--- config.mk ---
export PLATFORM = sky130hd
export DESIGN_NAME = bg_line_fetch
export DESIGN_NICKNAME = d
export VERILOG_FILES = /design/src/rtl/bgf_pkg.sv /design/src/rtl/bgf_ctrl.sv /design/src/rtl/bgf_addr.sv /design/src/rtl/bgf_pixsel.sv /design/src/rtl/bg_line_fetch.sv
export SDC_FILE = /design/constraint.sdc
export NUM_CORES = 1
export LEC_CHECK = 0
export BUFFER_PORTS_ARGS = -buffer_cell sky130_fd_sc_hd__buf_2
export CORE_MARGIN = 1
export CORE_UTILIZATION = 51
export CTS_BUF_LIST = sky130_fd_sc_hd__clkbuf_8
export DETAILED_ROUTE_END_ITERATION = 8
export PLACE_DENSITY = 0.75
export SLEW_MARGIN = 20
export SYNTH_ARGS = -nofsm -noshare
export SYNTH_HDL_FRONTEND = slang
export SYNTH_SLANG_ARGS = --single-unit
--- constraint.sdc ---
create_clock -name clk -period 8.9 [get_ports clk]
set_input_delay 1.335 -clock clk [delete_from_list [all_inputs] [get_ports clk]]
set_output_delay 1.335 -clock clk [all_outputs]
set_load 0.02 [all_outputs]
--- src/rtl/bgf_pkg.sv ---
package bgf_pkg;

    typedef enum logic [2:0] {
        ST_IDLE,
        ST_ENT_LO,
        ST_ENT_HI,
        ST_ENT_CAP,
        ST_PLANE,
        ST_PIXEL
    } fetch_state_t;

    typedef struct packed {
        logic [2:0] spare;
        logic       prio;
        logic       pal_sel;
        logic       vflip;
        logic       hflip;
        logic [8:0] pattern;
    } tile_entry_t;

endpackage

--- src/rtl/bgf_ctrl.sv ---
module bgf_ctrl
    import bgf_pkg::*;
#(
    parameter int COL_FIRST = 6,
    parameter int COL_LAST  = 25,
    parameter int PLANES    = 4,
    parameter int TILE_PX   = 8,
    parameter int COL_W     = $clog2(COL_LAST + 1),
    parameter int SUB_W     = $clog2(((PLANES + 1) > TILE_PX) ? (PLANES + 1) : TILE_PX)
) (
    input  logic             clk,
    input  logic             rst_n,
    input  logic             start,
    output fetch_state_t     state_o,
    output logic [COL_W-1:0] col_o,
    output logic [SUB_W-1:0] sub_o,
    output logic             last_pix_o
);

    localparam logic [COL_W-1:0] COL_A = COL_W'(COL_FIRST);
    localparam logic [COL_W-1:0] COL_Z = COL_W'(COL_LAST);
    localparam logic [SUB_W-1:0] SUB_PL = SUB_W'(PLANES);
    localparam logic [SUB_W-1:0] SUB_PX = SUB_W'(TILE_PX - 1);

    fetch_state_t     state_q, state_n;
    logic [COL_W-1:0] col_q, col_n;
    logic [SUB_W-1:0] sub_q, sub_n;

    always_ff @(posedge clk or negedge rst_n) begin
        if (!rst_n) begin
            state_q <= ST_IDLE;
            col_q   <= COL_A;
            sub_q   <= '0;
        end else begin
            state_q <= state_n;
            col_q   <= col_n;
            sub_q   <= sub_n;
        end
    end

    always_comb begin
        state_n = state_q;
        col_n   = col_q;
        sub_n   = sub_q;
        unique case (state_q)
            ST_IDLE: begin
                if (start) begin
                    state_n = ST_ENT_LO;
                    col_n   = COL_A;
                end
            end
            ST_ENT_LO:  state_n = ST_ENT_HI;
            ST_ENT_HI:  state_n = ST_ENT_CAP;
            ST_ENT_CAP: begin
                state_n = ST_PLANE;
                sub_n   = '0;
            end
            ST_PLANE: begin
                if (sub_q == SUB_PL) begin
                    state_n = ST_PIXEL;
                    sub_n   = '0;
                end else begin
                    sub_n = sub_q + 1'b1;
                end
            end
            ST_PIXEL: begin
                if (sub_q == SUB_PX) begin
                    sub_n = '0;
                    if (col_q == COL_Z) begin
                        state_n = ST_IDLE;
                    end else begin
                        col_n   = col_q + 1'b1;
                        state_n = ST_ENT_LO;
                    end
                end else begin
                    sub_n = sub_q + 1'b1;
                end
            end
            default: state_n = ST_IDLE;
        endcase
    end

    assign state_o    = state_q;
    assign col_o      = col_q;
    assign sub_o      = sub_q;
    assign last_pix_o = (state_q == ST_PIXEL) && (sub_q == SUB_PX) && (col_q == COL_Z);


    ent_seq_chk: assert property (@(posedge clk) disable iff (!rst_n)
        (state_q == ST_ENT_LO) |=> (state_q == ST_ENT_HI));


    line_end_chk: assert property (@(posedge clk) disable iff (!rst_n)
        last_pix_o |=> (state_q == ST_IDLE));


    col_mono_chk: assert property (@(posedge clk) disable iff (!rst_n)
        (state_q != ST_IDLE) |=> (col_q >= $past(col_q)));

endmodule

--- src/rtl/bgf_addr.sv ---
module bgf_addr
    import bgf_pkg::*;
#(
    parameter int ADDR_W    = 14,
    parameter int MAP_LINES = 224,
    parameter int COL_W     = 5,
    parameter int SUB_W     = 3
) (
    input  fetch_state_t     state,
    input  logic [7:0]       line_q,
    input  logic [7:0]       vscroll_q,
    input  logic [7:0]       base_reg_q,
    input  logic [COL_W-1:0] col,
    input  logic [SUB_W-1:0] sub,
    input  tile_entry_t      entry,
    output logic [ADDR_W-1:0] vram_addr
);

    localparam logic [8:0] WRAP1 = 9'(MAP_LINES);
    localparam logic [8:0] WRAP2 = 9'(2 * MAP_LINES);

    logic [8:0]        row_sum;
    logic [8:0]        map_row;
    logic [4:0]        tile_row;
    logic [2:0]        fine_row;
    logic [2:0]        pat_row;
    logic [ADDR_W-1:0] base_addr;
    logic [ADDR_W-1:0] ent_addr;
    logic [ADDR_W-1:0] plane_addr;

    always_comb begin
        row_sum = {1'b0, line_q} + {1'b0, vscroll_q};
        if (row_sum >= WRAP2)      map_row = row_sum - WRAP2;
        else if (row_sum >= WRAP1) map_row = row_sum - WRAP1;
        else                       map_row = row_sum;
    end

    assign tile_row   = map_row[7:3];
    assign fine_row   = map_row[2:0];
    assign pat_row    = entry.vflip ? ~fine_row : fine_row;
    assign base_addr  = {base_reg_q[3:1], {(ADDR_W-3){1'b0}}};
    assign ent_addr   = base_addr + ADDR_W'({tile_row, col, 1'b0});
    assign plane_addr = {entry.pattern, pat_row, sub[1:0]};

    always_comb begin
        unique case (state)
            ST_ENT_LO: vram_addr = ent_addr;
            ST_ENT_HI: vram_addr = {ent_addr[ADDR_W-1:1], 1'b1};
            ST_PLANE:  vram_addr = plane_addr;
            default:   vram_addr = '0;
        endcase
    end

endmodule

--- src/rtl/bgf_pixsel.sv ---
module bgf_pixsel
    import bgf_pkg::*;
#(
    parameter int PLANES = 4,
    parameter int SUB_W  = 3
) (
    input  logic              clk,
    input  logic              rst_n,
    input  fetch_state_t      state,
    input  logic [SUB_W-1:0]  sub,
    input  logic [7:0]        vram_data,
    output tile_entry_t       entry_o,
    output logic [PLANES:0]   pal_addr
);

    tile_entry_t       entry_q;
    logic [7:0]        plane_q [PLANES];
    logic [2:0]        px_bit;
    logic [PLANES-1:0] color_idx;

    always_ff @(posedge clk or negedge rst_n) begin
        if (!rst_n) begin
            entry_q <= '0;
            for (int k = 0; k < PLANES; k++) plane_q[k] <= '0;
        end else begin
            if (state == ST_ENT_HI)  entry_q[7:0]  <= vram_data;
            if (state == ST_ENT_CAP) entry_q[15:8] <= vram_data;
            if (state == ST_PLANE) begin
                for (int k = 0; k < PLANES; k++) begin
                    if (sub == SUB_W'(k + 1)) plane_q[k] <= vram_data;
                end
            end
        end
    end

    assign px_bit = entry_q.hflip ? sub[2:0] : ~sub[2:0];

    for (genvar k = 0; k < PLANES; k++) begin : g_idx
        assign color_idx[k] = plane_q[k][px_bit];
    end

    assign pal_addr = {entry_q.pal_sel, color_idx};
    assign entry_o  = entry_q;


    entry_hold_chk: assert property (@(posedge clk) disable iff (!rst_n)
        (state == ST_PIXEL) |-> $stable(entry_q));

endmodule

--- src/rtl/bg_line_fetch.sv ---
module bg_line_fetch
    import bgf_pkg::*;
#(
    parameter int ADDR_W    = 14,
    parameter int MAP_LINES = 224,
    parameter int COL_FIRST = 6,
    parameter int COL_LAST  = 25,
    parameter int PLANES    = 4,
    parameter int TILE_PX   = 8
) (
    input  logic              clk,
    input  logic              rst_n,
    input  logic              start,
    input  logic [7:0]        line,
    input  logic [7:0]        vscroll,
    input  logic [7:0]        base_reg,
    output logic              vram_re,
    output logic [ADDR_W-1:0] vram_addr,
    input  logic [7:0]        vram_data,
    output logic              pal_re,
    output logic [PLANES:0]   pal_addr,
    input  logic [15:0]       pal_data,
    output logic              pix_valid,
    output logic [11:0]       pix_rgb,
    output logic              pix_prio,
    output logic              line_done
);

    localparam int COL_W = $clog2(COL_LAST + 1);
    localparam int SUB_W = $clog2(((PLANES + 1) > TILE_PX) ? (PLANES + 1) : TILE_PX);

    fetch_state_t     state;
    logic [COL_W-1:0] col;
    logic [SUB_W-1:0] sub;
    logic             last_pix;
    tile_entry_t      entry;
    logic [7:0]       line_q, vscroll_q, base_q;
    logic             valid_q, prio_q, done_q;

    bgf_ctrl #(
        .COL_FIRST(COL_FIRST), .COL_LAST(COL_LAST), .PLANES(PLANES),
        .TILE_PX(TILE_PX), .COL_W(COL_W), .SUB_W(SUB_W)
    ) u_ctrl (
        .clk(clk), .rst_n(rst_n), .start(start),
        .state_o(state), .col_o(col), .sub_o(sub), .last_pix_o(last_pix)
    );

    bgf_addr #(
        .ADDR_W(ADDR_W), .MAP_LINES(MAP_LINES), .COL_W(COL_W), .SUB_W(SUB_W)
    ) u_addr (
        .state(state), .line_q(line_q), .vscroll_q(vscroll_q),
        .base_reg_q(base_q), .col(col), .sub(sub), .entry(entry),
        .vram_addr(vram_addr)
    );

    bgf_pixsel #(
        .PLANES(PLANES), .SUB_W(SUB_W)
    ) u_pix (
        .clk(clk), .rst_n(rst_n), .state(state), .sub(sub),
        .vram_data(vram_data), .entry_o(entry), .pal_addr(pal_addr)
    );

    always_ff @(posedge clk or negedge rst_n) begin
        if (!rst_n) begin
            line_q    <= '0;
            vscroll_q <= '0;
            base_q    <= '0;
            valid_q   <= 1'b0;
            prio_q    <= 1'b0;
            done_q    <= 1'b0;
        end else begin
            if (state == ST_IDLE && start) begin
                line_q    <= line;
                vscroll_q <= vscroll;
                base_q    <= base_reg;
            end
            valid_q <= (state == ST_PIXEL);
            prio_q  <= entry.prio;
            done_q  <= last_pix;
        end
    end

    always_comb begin
        vram_re = (state == ST_ENT_LO) || (state == ST_ENT_HI) ||
                  ((state == ST_PLANE) && (sub < SUB_W'(PLANES)));
        pal_re  = (state == ST_PIXEL);
    end

    assign pix_valid = valid_q;
    assign pix_rgb   = valid_q ? pal_data[11:0] : 12'h000;
    assign pix_prio  = valid_q & prio_q;
    assign line_done = done_q;


    done_with_pix_chk: assert property (@(posedge clk) disable iff (!rst_n)
        line_done |-> pix_valid);


    valid_after_pal_chk: assert property (@(posedge clk) disable iff (!rst_n)
        pix_valid |-> $past(pal_re));


    hi_byte_next_chk: assert property (@(posedge clk) disable iff (!rst_n)
        (state == ST_ENT_HI) |-> (vram_addr == ADDR_W'($past(vram_addr) + 1'b1)));

endmodule

# == After elaboration in Yosys (flattened, before gate mapping) ==
# Index checks and enable logic that the tools add are counted.
# totals
word_cells,88
output_inout_bits,36
regBits,79
input_bits,51
# classes
eq_ne,15
bitwise_logic,3
n_reduce_logical,15
magnitude_cmp,4
muxes,26
addsub,6
# ops
operator,count
14-bit case mux with 3 select lines,1
3-bit 2-to-1 mux,7
3-bit case mux with 6 select lines,1
8-bit 2-to-1 mux,2
8-bit subtractor (second input constant),2
5-bit 2-to-1 mux,3
14-bit by 11-bit adder with 14-bit output,1
1-bit binary-select mux with 3-bit select,4
3-bit by 2-bit equality test with 1-bit output (second input constant),4
3-bit equality test (second input constant),4
12-bit 2-to-1 mux,1
5-bit case mux with 2 select lines,1
8-bit by 8-bit adder with 9-bit output,1
9-bit by 8-bit greater-or-equal comparator with 1-bit output (second input constant),1
9-bit greater-or-equal comparator (second input constant),1
3-bit case mux with 3 select lines,1
2-bit AND reduction,4
3-bit by 1-bit equality test with 1-bit output (second input constant),2
3-bit inverter,2
5-bit by 1-bit adder with 5-bit output (second input constant),1
5-bit equality test (second input constant),1
1-bit 2-to-1 mux,5
1-bit logical AND,4
3-bit by 4-bit < comparator with 1-bit output (second input constant),1
other kinds (11),14

# == Longest topological paths before layout ==
# Gate-level depths: netlist (run 1).
# logic_depth
depth_word,7
ltp_mapped,11

# == Hierarchy ==
# Synthesis (run 1) repeated with hierarchy kept, for this count alone.
# hier_totals
cells_unflattened,386
area_unflattened_um2,4934.7
# modules_own_cells
mod,n_inst,area_per_inst_um2,cells_each,seq_area_each_um2
bgf_pixsel,1,2402.3,149,1201.2
bg_line_fetch,1,1112.3,74,675.6
bgf_addr,1,739.5,92,0.0
bgf_ctrl,1,680.7,71,277.8

# == Least setup slack after synthesis (run 1) ==
# No wires, ideal clock.
# synth_timing
path_type,register -> output
start,register line_q[0]
end,output vram_addr[9]
arrival_time_ns,3.200
path_slack_ns,4.365
path_stages_with_launch,12
path_cell_list,dfrtp_1 ha_1 fa_1 a211o_2 a2111oi_0 nand4b_1 ha_1 inv_1 a2111oi_2 o221a_2 a211oi_1 a211oi_1
# synth_between
elab_chain_cells,6
elab_cells_between_ends,9
cone_classes,add/sub (4); order compare (2); mux (3)
# synth_lines
item,line,rtl
from (decl),bg_line_fetch.sv:37,"logic [7:0] line_q, vscroll_q, base_q;"
from (signal assigned),bg_line_fetch.sv:73,line_q <= line;
8-bit by 8-bit adder with 9-bit output (*),bgf_addr.sv:32,"row_sum = {1'b0, line_q} + {1'b0, vscroll_q};"
8-bit subtractor or 9-bit by 8-bit greater-or-equal comparator with 1-bit output (tied branches),bgf_addr.sv:34,else if (row_sum >= WRAP1) map_row = row_sum - WRAP1;
8-bit 2-to-1 mux,bgf_addr.sv:34,
8-bit 2-to-1 mux (*),bgf_addr.sv:33,if (row_sum >= WRAP2) map_row = row_sum - WRAP2;
14-bit by 11-bit adder with 14-bit output (*),bgf_addr.sv:42,"assign ent_addr = base_addr + ADDR_W'({tile_row, col, 1'b0});"
14-bit case mux with 3 select lines (*),bgf_addr.sv:46,unique case (state)
to (decl),bg_line_fetch.sv:18,"output logic [ADDR_W-1:0] vram_addr,"
# Every way passes the cells marked *; elsewhere a longest branch is shown, timed or not.

# == Worst setup path in the final report (run 1) ==
# Ends and elaborated chain as after synthesis.

==> results.sh, run 1 <==
export IMPL_drc=0
export IMPL_diodes=0
export IMPL_status="finished clean"
export IMPL_final_cell_mix="76 x dfrtp_1, 76 x buf_2, 69 x mux2_2"
export IMPL_stdcell_count=524
export IMPL_cp_max_fo=6
export IMPL_hpwlAfterDp_um=6250
export IMPL_cpPeakStageDelay_ns=0.45
export IMPL_ant_nets=0
export IMPL_p_total_uw=762
export IMPL_hold_buffers=0
export IMPL_crit_slowest_cell="fa_1"
export IMPL_synth_edf_count=0
export IMPL_cts_buffer_depth=2
export IMPL_die_area_sq_um=8670
export IMPL_grtUsageTotal_pct=21.6
export IMPL_hold_viol=0
export IMPL_dr_pass1_iters=4
export IMPL_die_x_um=93.1
export IMPL_grt_overflow_total=0
export IMPL_wl_per_cell_um=16.2
export IMPL_finalInstanceArea_sq_um=4920
export IMPL_fin_crit_sh_pct=58.3
export IMPL_cts_buffers=9
export IMPL_nets=488
export IMPL_synthFlopType="dfrtp_1"
export IMPL_syn_instance_count=339
export IMPL_synth_warnings=0
export IMPL_synth_seq_cells=78
export IMPL_seq_area_sq_um=1950
export IMPL_n_fill_cell=632
export IMPL_rows=32
export IMPL_synth_area_sq_um=4240
export IMPL_cp_data_arrival_time_ns=3.86
export IMPL_fin_worst_skew_ns=0.00551
export IMPL_fmax_mhz=193
export IMPL_placed_cell_area_sq_um=4720
export IMPL_pin_count=87
export IMPL_final_layout_size_suffix_gt1_share_pct=42.9
export IMPL_initial_core_util_pct=53.7
export IMPL_maxSlewViolCount=0
export IMPL_tritoncts="done"
export IMPL_avgSynthCellArea_sq_um=12.5
export IMPL_worst_path_buf_inv=2
export IMPL_wl_um=8480
export IMPL_multiInputGateArea_sq_um=2190
export IMPL_via_per_inst=5.69
export IMPL_cts_sinks=78
export IMPL_num_vias=2982
export IMPL_worstSetupStartpointType="flip-flop"
export IMPL_drt_initial_drc_count=128
export IMPL_grt_pass1_vias=2968
export IMPL_drv_cap=0
export IMPL_power_density_nw_per_um2=155
export IMPL_setup_violations=0
export IMPL_setup_tns_ns=0
export IMPL_cp_data_required_time_ns=7.57
export IMPL_dpl_cell_count=508
export IMPL_postCtsSetupRepairBufs=0
export IMPL_tightest_slew_ns=1.01
export IMPL_post_synth_num_cell_types=63
export IMPL_post_cts_resized=0
export IMPL_cp_cell_sequence="ha_1, fa_1, a211o_2, a2111oi_0, nand4b_1, ha_1, inv_1, a2111oi_2, o221a_2, a211oi_1, a211oi_1, buf_2"
export IMPL_root_buffer="clkbuf_8"
export IMPL_insertion_delay_ns=0.34
export IMPL_area_growth_pct=16.2
export IMPL_min_period_ns=5.19
export IMPL_ys_seq_area_share_pct=46.1
export IMPL_antenna_found_initial=0
export IMPL_cp_top_family="compound AO/OA/AOI/OAI gates"
export IMPL_htreeDepth=3
export IMPL_hold_path_class="flip-flop to flip-flop"
export IMPL_rsz0062_at_grt="no"
export IMPL_ir_drop_v=0.0000804
export IMPL_gp_congestion=0.931
export IMPL_critPathCaptureType="primary output"
export IMPL_grt_pass1_wl_um=14300
export IMPL_syn_nets=410
export IMPL_synthArstFlopShare_pct=100
export IMPL_grt_max_degree=79
export IMPL_slew_headroom_pct=32.7
export IMPL_fp_coreArea_sq_um=7890
export IMPL_worstSetupPathType="flip-flop to primary output"
export IMPL_io_buffers=77
export IMPL_path_clk_slew_ns=0.08
export IMPL_fp_dieH_um=93.1
export IMPL_p_leak_nw=2.27
-- state kept, by name, indices dropped and copies added, names as in the netlist, 3 cells and up --
name	cells
u_ctrl.col_o	5
base_q	3
line_q	8
u_pix.entry_o	13
u_ctrl.sub_o	3
vscroll_q	8
u_pix.plane_q	32
u_ctrl.state_o	3
-- cell type report --
cell class	instances	area share, %
clock buffers	10	2.80
flip-flops and latches	78	39.7
multi-input cells	237	44.6
clock inverters	6	1.27
well taps	102	2.59
inverters	13	0.992
repair buffers	78	8.04
-- worst paths after layout --
| kind | startpoint | end | slack, ns | cells past startpoint |
|---|---|---|---|---|
| max in group asynchronous | rst_n | base_q[2] | 7.12 | 1 |
| worst min-delay path | u_pix.entry_o[12] | prio_q | 0.38 | 0 |
| worst max-delay path | line_q[0] | vram_addr[9] | 3.71 | 12 |
| worst max register to register | u_ctrl.state_o[2] | u_pix.plane_q[1] | 6.72 | 4 |
| worst min register to register | u_pix.entry_o[12] | prio_q | 0.38 | 0 |
| min in group asynchronous | rst_n | vscroll_q[4] | 1.13 | 1 |
-- metrics by stage --
stage | utilization (%) | setup WS, ns | hold slack [ns]
6_report | 62.4 | 3.71 | 0.382
5_1_grt | 62.4 | 3.46 | 0.402
4_1_cts | 62.4 | 3.69 | 0.387
3_5_place_dp | 59.8 | 4.09 | 0.368
3_3_place_gp | 59.8 | 4.20 | 0.358
2_1_floorplan | - | 4.37 | 0.349
-- power breakdown --
part | total (mW) | switching [mW] | internal (mW) | leakage [nW]
logic | 0.118 | 0.0653 | 0.0529 | 1.23
registers | 0.381 | 0.00967 | 0.371 | 0.941
clock network | 0.263 | 0.127 | 0.136 | 0.0997
-- metal layers --
layer	GRT usage, %	part of all wire, %	up-vias
met2	35.0	47	81
met5	0	0	-
met1	28.7	47	1484
met3	3.66	4.1	10
li1	-	-	1407
met4	8.97	1.7	0
-- kinds of logic (layout without fill, tap and decap cells) --
logic type | Yosys count | count (layout) | synth area share [%]
AO/OA/AOI/OAI | 57 | 57 | 10.3
AND/OR/NAND/NOR | 72 | 72 | 9.72
adder cells (fa/ha/maj) | 20 | 20 | 6.09
multiplexers | 77 | 77 | 23.0
buffers and inverters | 24 | 107 | 2.27
flip-flops | 78 | 78 | 46.1
XOR/XNOR | 11 | 11 | 2.45
-- synthesized netlist by cell type (all sizes together) (2+ instances only) --
library cell / instances / area, sq um
nor3: 2 / 10.0
ha: 19 / 238
nor4b: 2 / 23.8
o31ai: 2 / 28.8
o21ai: 13 / 65.1
nand2b: 2 / 12.5
a2111oi: 2 / 23.8
nand3: 2 / 10.0
mux2: 69 / 777
nor2b: 2 / 12.5
o21bai: 2 / 15.0
o211ai: 2 / 15.0
a32o: 2 / 20.0
nor3b: 4 / 40.0
a22o: 4 / 35.0
mux4: 8 / 199
nor2: 11 / 41.3
and2: 13 / 81.3
a221oi: 2 / 17.5
dfstp: 2 / 52.6
nand4: 4 / 25.0
buf: 3 / 17.5
a32oi: 2 / 17.5
dfrtp: 76 / 1900
a21oi: 8 / 40.0
or2: 2 / 12.5
inv: 13 / 48.8
a211oi: 3 / 27.5
and3: 3 / 18.8
clkbuf: 8 / 30.0
xor2: 7 / 68.8
xnor2: 4 / 35.0
or3: 3 / 18.8
nand2: 18 / 67.6
-- worst register-to-register path, delay by kind of cell, from the launching register on --
kind	cells	cell delay, ns
multiplexers	1	0.42
flip-flops	1	0.54
AND/OR/NAND/NOR	3	1.11
Power figures use the tool's default switching activity.
==> run 2, diff against run 1 <==
--- a/config.mk
+++ b/config.mk
@@ -5,12 +5,13 @@
 export SDC_FILE = /design/constraint.sdc
 export NUM_CORES = 1
 export LEC_CHECK = 0
+export ABC_AREA = 1
 export BUFFER_PORTS_ARGS = -buffer_cell sky130_fd_sc_hd__buf_2
 export CORE_MARGIN = 1
 export CORE_UTILIZATION = 51
 export CTS_BUF_LIST = sky130_fd_sc_hd__clkbuf_8
 export DETAILED_ROUTE_END_ITERATION = 8
-export PLACE_DENSITY = 0.75
+export PLACE_DENSITY = 0.78
 export SLEW_MARGIN = 20
 export SYNTH_ARGS = -nofsm -noshare
 export SYNTH_HDL_FRONTEND = slang
==> constraint.sdc (replaced) <==
create_clock -name clk -period 4.2 [get_ports clk]
set_input_delay 0.63 -clock clk [delete_from_list [all_inputs] [get_ports clk]]
set_output_delay 0.63 -clock clk [all_outputs]
set_load 0.02 [all_outputs]
==> results.sh, run 2 <==
export IMPL_synth_mux_area_fraction_pct=1.05
export IMPL_grt_overflow_total=0
export IMPL_synth_area_sq_um=4290
export IMPL_cp_data_arrival_time_ns=3.04
export IMPL_yosys_top_cells_count="170 x nand2_1, 76 x dfrtp_1, 67 x o21ai_0"
export IMPL_antenna_found_initial=0
export IMPL_synthArstFlopShare_pct=100
export IMPL_synth_edf_count=0
export IMPL_num_vias=3770
export IMPL_drt_initial_drc_count=280
export IMPL_fp_dieH_um=93.7
export IMPL_cp_max_fo=5
export IMPL_grt_pass1_vias=3530
export IMPL_yosys_area_share_simple_pct=24.1
export IMPL_post_synth_num_cell_types=38
export IMPL_min_period_ns=3.67
export IMPL_largest_reg_flops=32
export IMPL_crit_slowest_cell="fa_1"
export IMPL_rows=33
export IMPL_die_x_um=93.7
export IMPL_cts_buffer_depth=2
export IMPL_fmax_mhz=272
export IMPL_ys_seq_area_share_pct=45.6
export IMPL_synth_compound_area_share_pct=14.1
export IMPL_path_clk_slew_ns=0.08
export IMPL_p_leak_nw=2.77
export IMPL_setup_tns_ns=0
export IMPL_p_clk_share_pct=12.5
export IMPL_reg2reg_from="u_ctrl.state_o[2]"
export IMPL_diodes=0
export IMPL_power_density_nw_per_um2=922
export IMPL_synthFlopType="dfrtp_1"
export IMPL_fin_crit_sh_pct=87.4
export IMPL_final_cell_mix="170 x nand2_1, 76 x dfrtp_1, 76 x buf_2"
export IMPL_finalInstanceArea_sq_um=4950
export IMPL_fin_worst_skew_ns=0.0114
export IMPL_rsz0062_at_grt="no"
export IMPL_avgSynthCellArea_sq_um=8.09
export IMPL_cpMostUsedCell="nand2_1"
export IMPL_nets=676
export IMPL_combPwrFrac_pct=57.2
export IMPL_dr_pass1_iters=5
export IMPL_cp_data_required_time_ns=3.57
export IMPL_hpwlAfterDp_um=6970
export IMPL_cp_cell_sequence="ha_1, fa_1, nand3_1, nand2_1, nand2_1, nand2_1, nand2_1, nand2_1, inv_1, ha_1, nand3_1, nand3_2, nand2_1, nand2_1, nand2_1, nand2_1, nand2_1, buf_2"
export IMPL_area_growth_pct=15.4
export IMPL_cpPeakStageDelay_ns=0.42
export IMPL_drc=0
export IMPL_r2r_slack_ns=2.31
export IMPL_via_per_inst=5.27
export IMPL_tritoncts="done"
export IMPL_top_register="u_pix.plane_q"
export IMPL_cts_buffers=9
export IMPL_fp_coreArea_sq_um=8180
export IMPL_pin_count=87
export IMPL_r2r_end="u_ctrl.col_o[4]"
export IMPL_htreeDepth=3
export IMPL_synth_xor_area_share_pct=1.40
export IMPL_worstSetupPathType="flip-flop to primary output"
export IMPL_syn_nets=601
export IMPL_yosys_area_top_type="dfrtp_1"
export IMPL_synth_warnings=0
export IMPL_critPathCaptureType="primary output"
export IMPL_synth_area_top_cells="dfrtp_1 44%, nand2_1 15%, o21ai_0 7.8%, ha_1 5.5%, inv_1 5.0%"
export IMPL_insertion_delay_ns=0.36
export IMPL_synth_seq_cells=78
export IMPL_maxSlewViolCount=0
export IMPL_synth_adder_area_share_pct=6.01
export IMPL_cts_sinks=78
export IMPL_ant_nets=0
export IMPL_hold_path_class="input pin to async pin"
export IMPL_io_buffers=77
export IMPL_reg2reg_depth=7
export IMPL_post_cts_resized=0
export IMPL_p_switching_mw=2.21
export IMPL_die_area_sq_um=8770
export IMPL_mostFrequentLayoutCell="nand2_1"
export IMPL_tightest_slew_ns=0.637
export IMPL_wl_per_cell_um=13.6
export IMPL_worstSetupStartpointType="flip-flop"
export IMPL_syn_instance_count=530
export IMPL_p_seq_share_pct=30.3
export IMPL_ir_drop_v=0.000387
export IMPL_postCtsSetupRepairBufs=0
export IMPL_final_layout_size_suffix_gt1_share_pct=22.0
export IMPL_slew_headroom_pct=57.5
export IMPL_startpoint="line_q[0]"
export IMPL_hold_buffers=0
export IMPL_critPathCapture="vram_addr[10]"
export IMPL_wl_um=9700
export IMPL_grt_pass1_wl_um=16100
export IMPL_drv_cap=0
export IMPL_setup_violations=0
export IMPL_placed_cell_area_sq_um=4720
export IMPL_initial_core_util_pct=52.4
export IMPL_p_int_mw=2.35
export IMPL_hold_viol=0
export IMPL_synth_top_area_share_pct=44.4
export IMPL_grtUsageTotal_pct=24.0
export IMPL_synth_top_family_by_area="simple AND/OR/NAND/NOR gates"
export IMPL_grt_max_degree=79
export IMPL_swShare_pct=48.4
export IMPL_status="finished clean"
export IMPL_yosysMostFrequentCell="nand2_1"
export IMPL_gp_congestion=0.882
export IMPL_root_buffer="clkbuf_8"
run 2: cell types whose count changed in the layout (fill, tap and decap cells not counted), moves of 5 or more:
cell | before | now
nor2_2 | 0 | 6
and2_1 | 13 | 0
nand3_1 | 2 | 17
xor2_1 | 6 | 1
inv_1 | 14 | 57
mux2_2 | 69 | 4
o21ai_0 | 12 | 67
nand2_1 | 18 | 170
nor2_1 | 11 | 21
o21ai_1 | 1 | 10
mux4_1 | 5 | 0
o22ai_1 | 1 | 14
inv_2 | 0 | 6
run 2: critical path, delay by kind of cell (launching register included):
| kind | cells | cell delay [ns] |
|---|---|---|
| fa+ha+maj | 3 | 0.87 |
| flops | 1 | 0.39 |
| buf+inv | 2 | 0.31 |
| simple gates | 13 | 1.14 |
run 2: final cells by class:
class	count	area, sq um
Clock inverter	6	58.8
Tap cell	105	131
Multi-Input combinational cell	373	2000
Sequential cell	78	1950
Fill cell	723	3230
Clock buffer	10	138
Timing Repair Buffer	79	423
Inverter	64	245
run 2: per-layer routing:
metal | wire length, um | vias up | GRT usage [%]
li1 | - | 1855 | -
met1 | 4400 | 1754 | 33.3
met4 | 171 | 0 | 9.87
met5 | 0 | - | 0
met3 | 652 | 14 | 2.75
met2 | 4480 | 147 | 38.3
run 2: cells by family after synthesis:
group,count (synthesis)
AOI/OAI and AO/OA,109
buffers and inverters,79
and+or+nand+nor,234
muxes,4
adders and majority gates,20
xor gates and xnor gates,6
DFF,78
run 2: power by group through the flow:
stage | Combinational, mW | Sequential [mW] | Clock (mW)
6_report | 2.61 | 1.38 | 0.569
5_1_grt | 2.92 | 1.43 | 0.609
4_1_cts | 2.60 | 1.38 | 0.580
3_5_place_dp | 2.58 | 1.39 | 0
3_3_place_gp | 2.50 | 1.37 | 0
2_1_floorplan | 2.00 | 1.32 | 0
run 2: how the worst min path moves through the flow:
stage                             end  slack (ns)  cells past startpoint
floorplan                   base_q[1]        0.33                      0
global placement               prio_q        0.36                      0
detailed placement             prio_q        0.38                      0
finish                         prio_q        0.21                      1
CTS                            prio_q        0.40                      0
global route        u_pix.plane_q[25]        0.24                      1
run 2: metrics by stage:
step / total power [mW] / hold slack, ns / setup slack, ns / util, % / cells
after detailed placement: 3.97 / 0.376 / 0.966 / 57.8 / 698
after global placement: 3.87 / 0.362 / 1.07 / 57.8 / 698
after CTS: 4.56 / 0.400 / 0.553 / 60.2 / 714
after global routing: 4.96 / 0.241 / 0.345 / 60.5 / 715
final: 4.56 / 0.207 / 0.529 / 60.5 / 715
after floorplan: 3.33 / 0.334 / 1.32 / - / 530
==> run 3, diff against run 2 <==
--- a/config.mk
+++ b/config.mk
@@ -11,8 +11,9 @@
 export CORE_UTILIZATION = 51
 export CTS_BUF_LIST = sky130_fd_sc_hd__clkbuf_8
 export DETAILED_ROUTE_END_ITERATION = 8
-export PLACE_DENSITY = 0.78
+export PLACE_DENSITY = 0.76
 export SLEW_MARGIN = 20
 export SYNTH_ARGS = -nofsm -noshare
 export SYNTH_HDL_FRONTEND = slang
+export SYNTH_HIERARCHICAL = 1
 export SYNTH_SLANG_ARGS = --single-unit
==> results.sh, run 3 <==
export IMPL_cp_max_fo=5
export IMPL_worstSetupStartpointType="flip-flop"
export IMPL_fin_crit_sh_pct=85.3
export IMPL_wl_um=11200
export IMPL_grt_pass1_vias=4029
export IMPL_hold_path_class="input pin to async pin"
export IMPL_pin_count=87
export IMPL_setup_tns_ns=0
export IMPL_cp_cell_sequence="ha_1, fa_1, nand3_1, nand4_1, nand2_2, ha_1, nand2_1, nor2_1, nand3_1, nor2_1, nand2_1, nand2_4, nand3_1, nand2_1, inv_1, nand2_1, nand2_1, buf_2"
export IMPL_num_vias=4364
export IMPL_final_layout_size_suffix_gt1_share_pct=22.3
export IMPL_tritoncts="done"
export IMPL_p_leak_nw=3.14
export IMPL_worstSetupPathType="flip-flop to primary output"
export IMPL_setup_violations=0
export IMPL_cp_data_required_time_ns=3.57
export IMPL_cts_sinks=78
export IMPL_area_growth_pct=12.6
export IMPL_critPathCaptureType="primary output"
export IMPL_drv_cap=0
export IMPL_syn_nets=706
export IMPL_largest_reg_flops=32
export IMPL_ant_nets=0
export IMPL_syn_instance_count=639
export IMPL_fp_dieH_um=99.7
export IMPL_dr_pass1_iters=5
export IMPL_cts_buffer_depth=2
export IMPL_slew_headroom_pct=55.9
export IMPL_fmax_mhz=279
export IMPL_synth_area_sq_um=4870
export IMPL_ir_drop_v=0.000151
export IMPL_crit_slowest_cell="fa_1"
export IMPL_tightest_slew_ns=0.661
export IMPL_grt_pass1_wl_um=18400
export IMPL_initial_core_util_pct=52.7
export IMPL_hpwlAfterDp_um=8050
export IMPL_fin_worst_skew_ns=0.00989
export IMPL_worst_path_buf_inv=2
export IMPL_nets=772
export IMPL_drc=0
export IMPL_cpPeakStageDelay_ns=0.45
export IMPL_cts_buffers=9
export IMPL_diodes=0
export IMPL_synth_warnings=6
export IMPL_postCtsSetupRepairBufs=0
export IMPL_top_register="u_pix/plane_q"
export IMPL_fp_coreArea_sq_um=9240
export IMPL_drt_initial_drc_count=261
export IMPL_path_clk_slew_ns=0.07
export IMPL_mostFrequentLayoutCell="nand2_1"
export IMPL_io_buffers=77
export IMPL_root_buffer="clkbuf_8"
export IMPL_power_density_nw_per_um2=273
export IMPL_avgSynthCellArea_sq_um=7.61
export IMPL_cpMostUsedCell="nand2_1"
export IMPL_wl_per_cell_um=13.4
export IMPL_via_per_inst=5.21
export IMPL_die_area_sq_um=9940
export IMPL_grt_overflow_total=0
export IMPL_n_fill_cell=855
export IMPL_hold_buffers=0
export IMPL_final_cell_mix="206 x nand2_1, 85 x inv_1, 76 x dfrtp_1, 76 x buf_2, 56 x nand3_1"
export IMPL_die_x_um=99.7
export IMPL_grt_max_degree=79
export IMPL_min_period_ns=3.58
export IMPL_post_route_util_pct=59.3
export IMPL_whs_ns=0.151
export IMPL_rsz0062_at_grt="no"
export IMPL_grtUsageTotal_pct=23.5
export IMPL_insertion_delay_ns=0.35
export IMPL_antenna_found_initial=0
export IMPL_gp_congestion=0.916
export IMPL_rows=35
export IMPL_hold_viol=0
export IMPL_status="finished clean"
export IMPL_cp_data_arrival_time_ns=2.95
export IMPL_htreeDepth=3
export IMPL_post_cts_resized=0
export IMPL_maxSlewViolCount=0
export IMPL_cp_top_family="simple AND/OR/NAND/NOR gates"
run 3: metrics by stage:
| stage | setup slack (ns) | std cells | total power, mW | instance area, sq um |
|---|---|---|---|---|
| finish | 0.617 | 838 | 1.50 | 5480 |
| global route | 0.331 | 838 | 1.56 | 5480 |
| CTS | 0.619 | 837 | 1.51 | 5450 |
| detailed placement | 1.03 | 822 | 0.939 | 5250 |
| global placement | 1.08 | 822 | 0.935 | 5250 |
| floorplan | 1.34 | 639 | 0.879 | 4870 |
run 3: worst register-to-register path, stage by stage, from the launching register on:
cell and delay, ns:
dfrtp_1 0.59, inv_1 0.17, nor3_4 0.29, nand4_2 0.47, nand2_1 0.21, o21ai_1 0.10
run 3: area by class of cell:
cell class | instances | area [sq um] | area share [%]
clock inverter | 4 | 47.5 | 0.868
inverter | 92 | 345 | 6.30
timing repair buffer | 79 | 423 | 7.72
multi-input combinational | 445 | 2390 | 43.7
sequential | 78 | 1950 | 35.7
tap | 129 | 161 | 2.95
clock buffer | 11 | 151 | 2.76
run 3: power breakdown:
part | internal, mW | switching, mW | total [mW] | leakage (nW)
clock | 0.302 | 0.268 | 0.570 | 0.107
combinational | 0.0521 | 0.0890 | 0.141 | 2.08
sequential | 0.773 | 0.0135 | 0.787 | 0.951
total | 1.13 | 0.370 | 1.50 | 3.14
run 3: final timing paths:
check,from,end,slack [ns],depth (start not counted)
max reg2reg,u_ctrl/state_o[2],u_pix/plane_q[28],2.24,5
min,rst_n,u_pix/plane_q[5],0.15,1
max in group asynchronous,rst_n,u_ctrl/col_o[2],3.43,2
max,line_q[0],vram_addr[9],0.62,18
min reg2reg,u_pix/entry_o[12],prio_q,0.38,0
min in group clk,u_pix/entry_o[12],prio_q,0.38,0
run 3: metal layers:
layer	global-route usage (%)	up-vias	share of wire, %
met5	0	-	0
met4	8.26	0	1.3
met3	3.37	10	5.1
met2	38.9	133	48
met1	31.4	2049	46
li1	-	2172	-
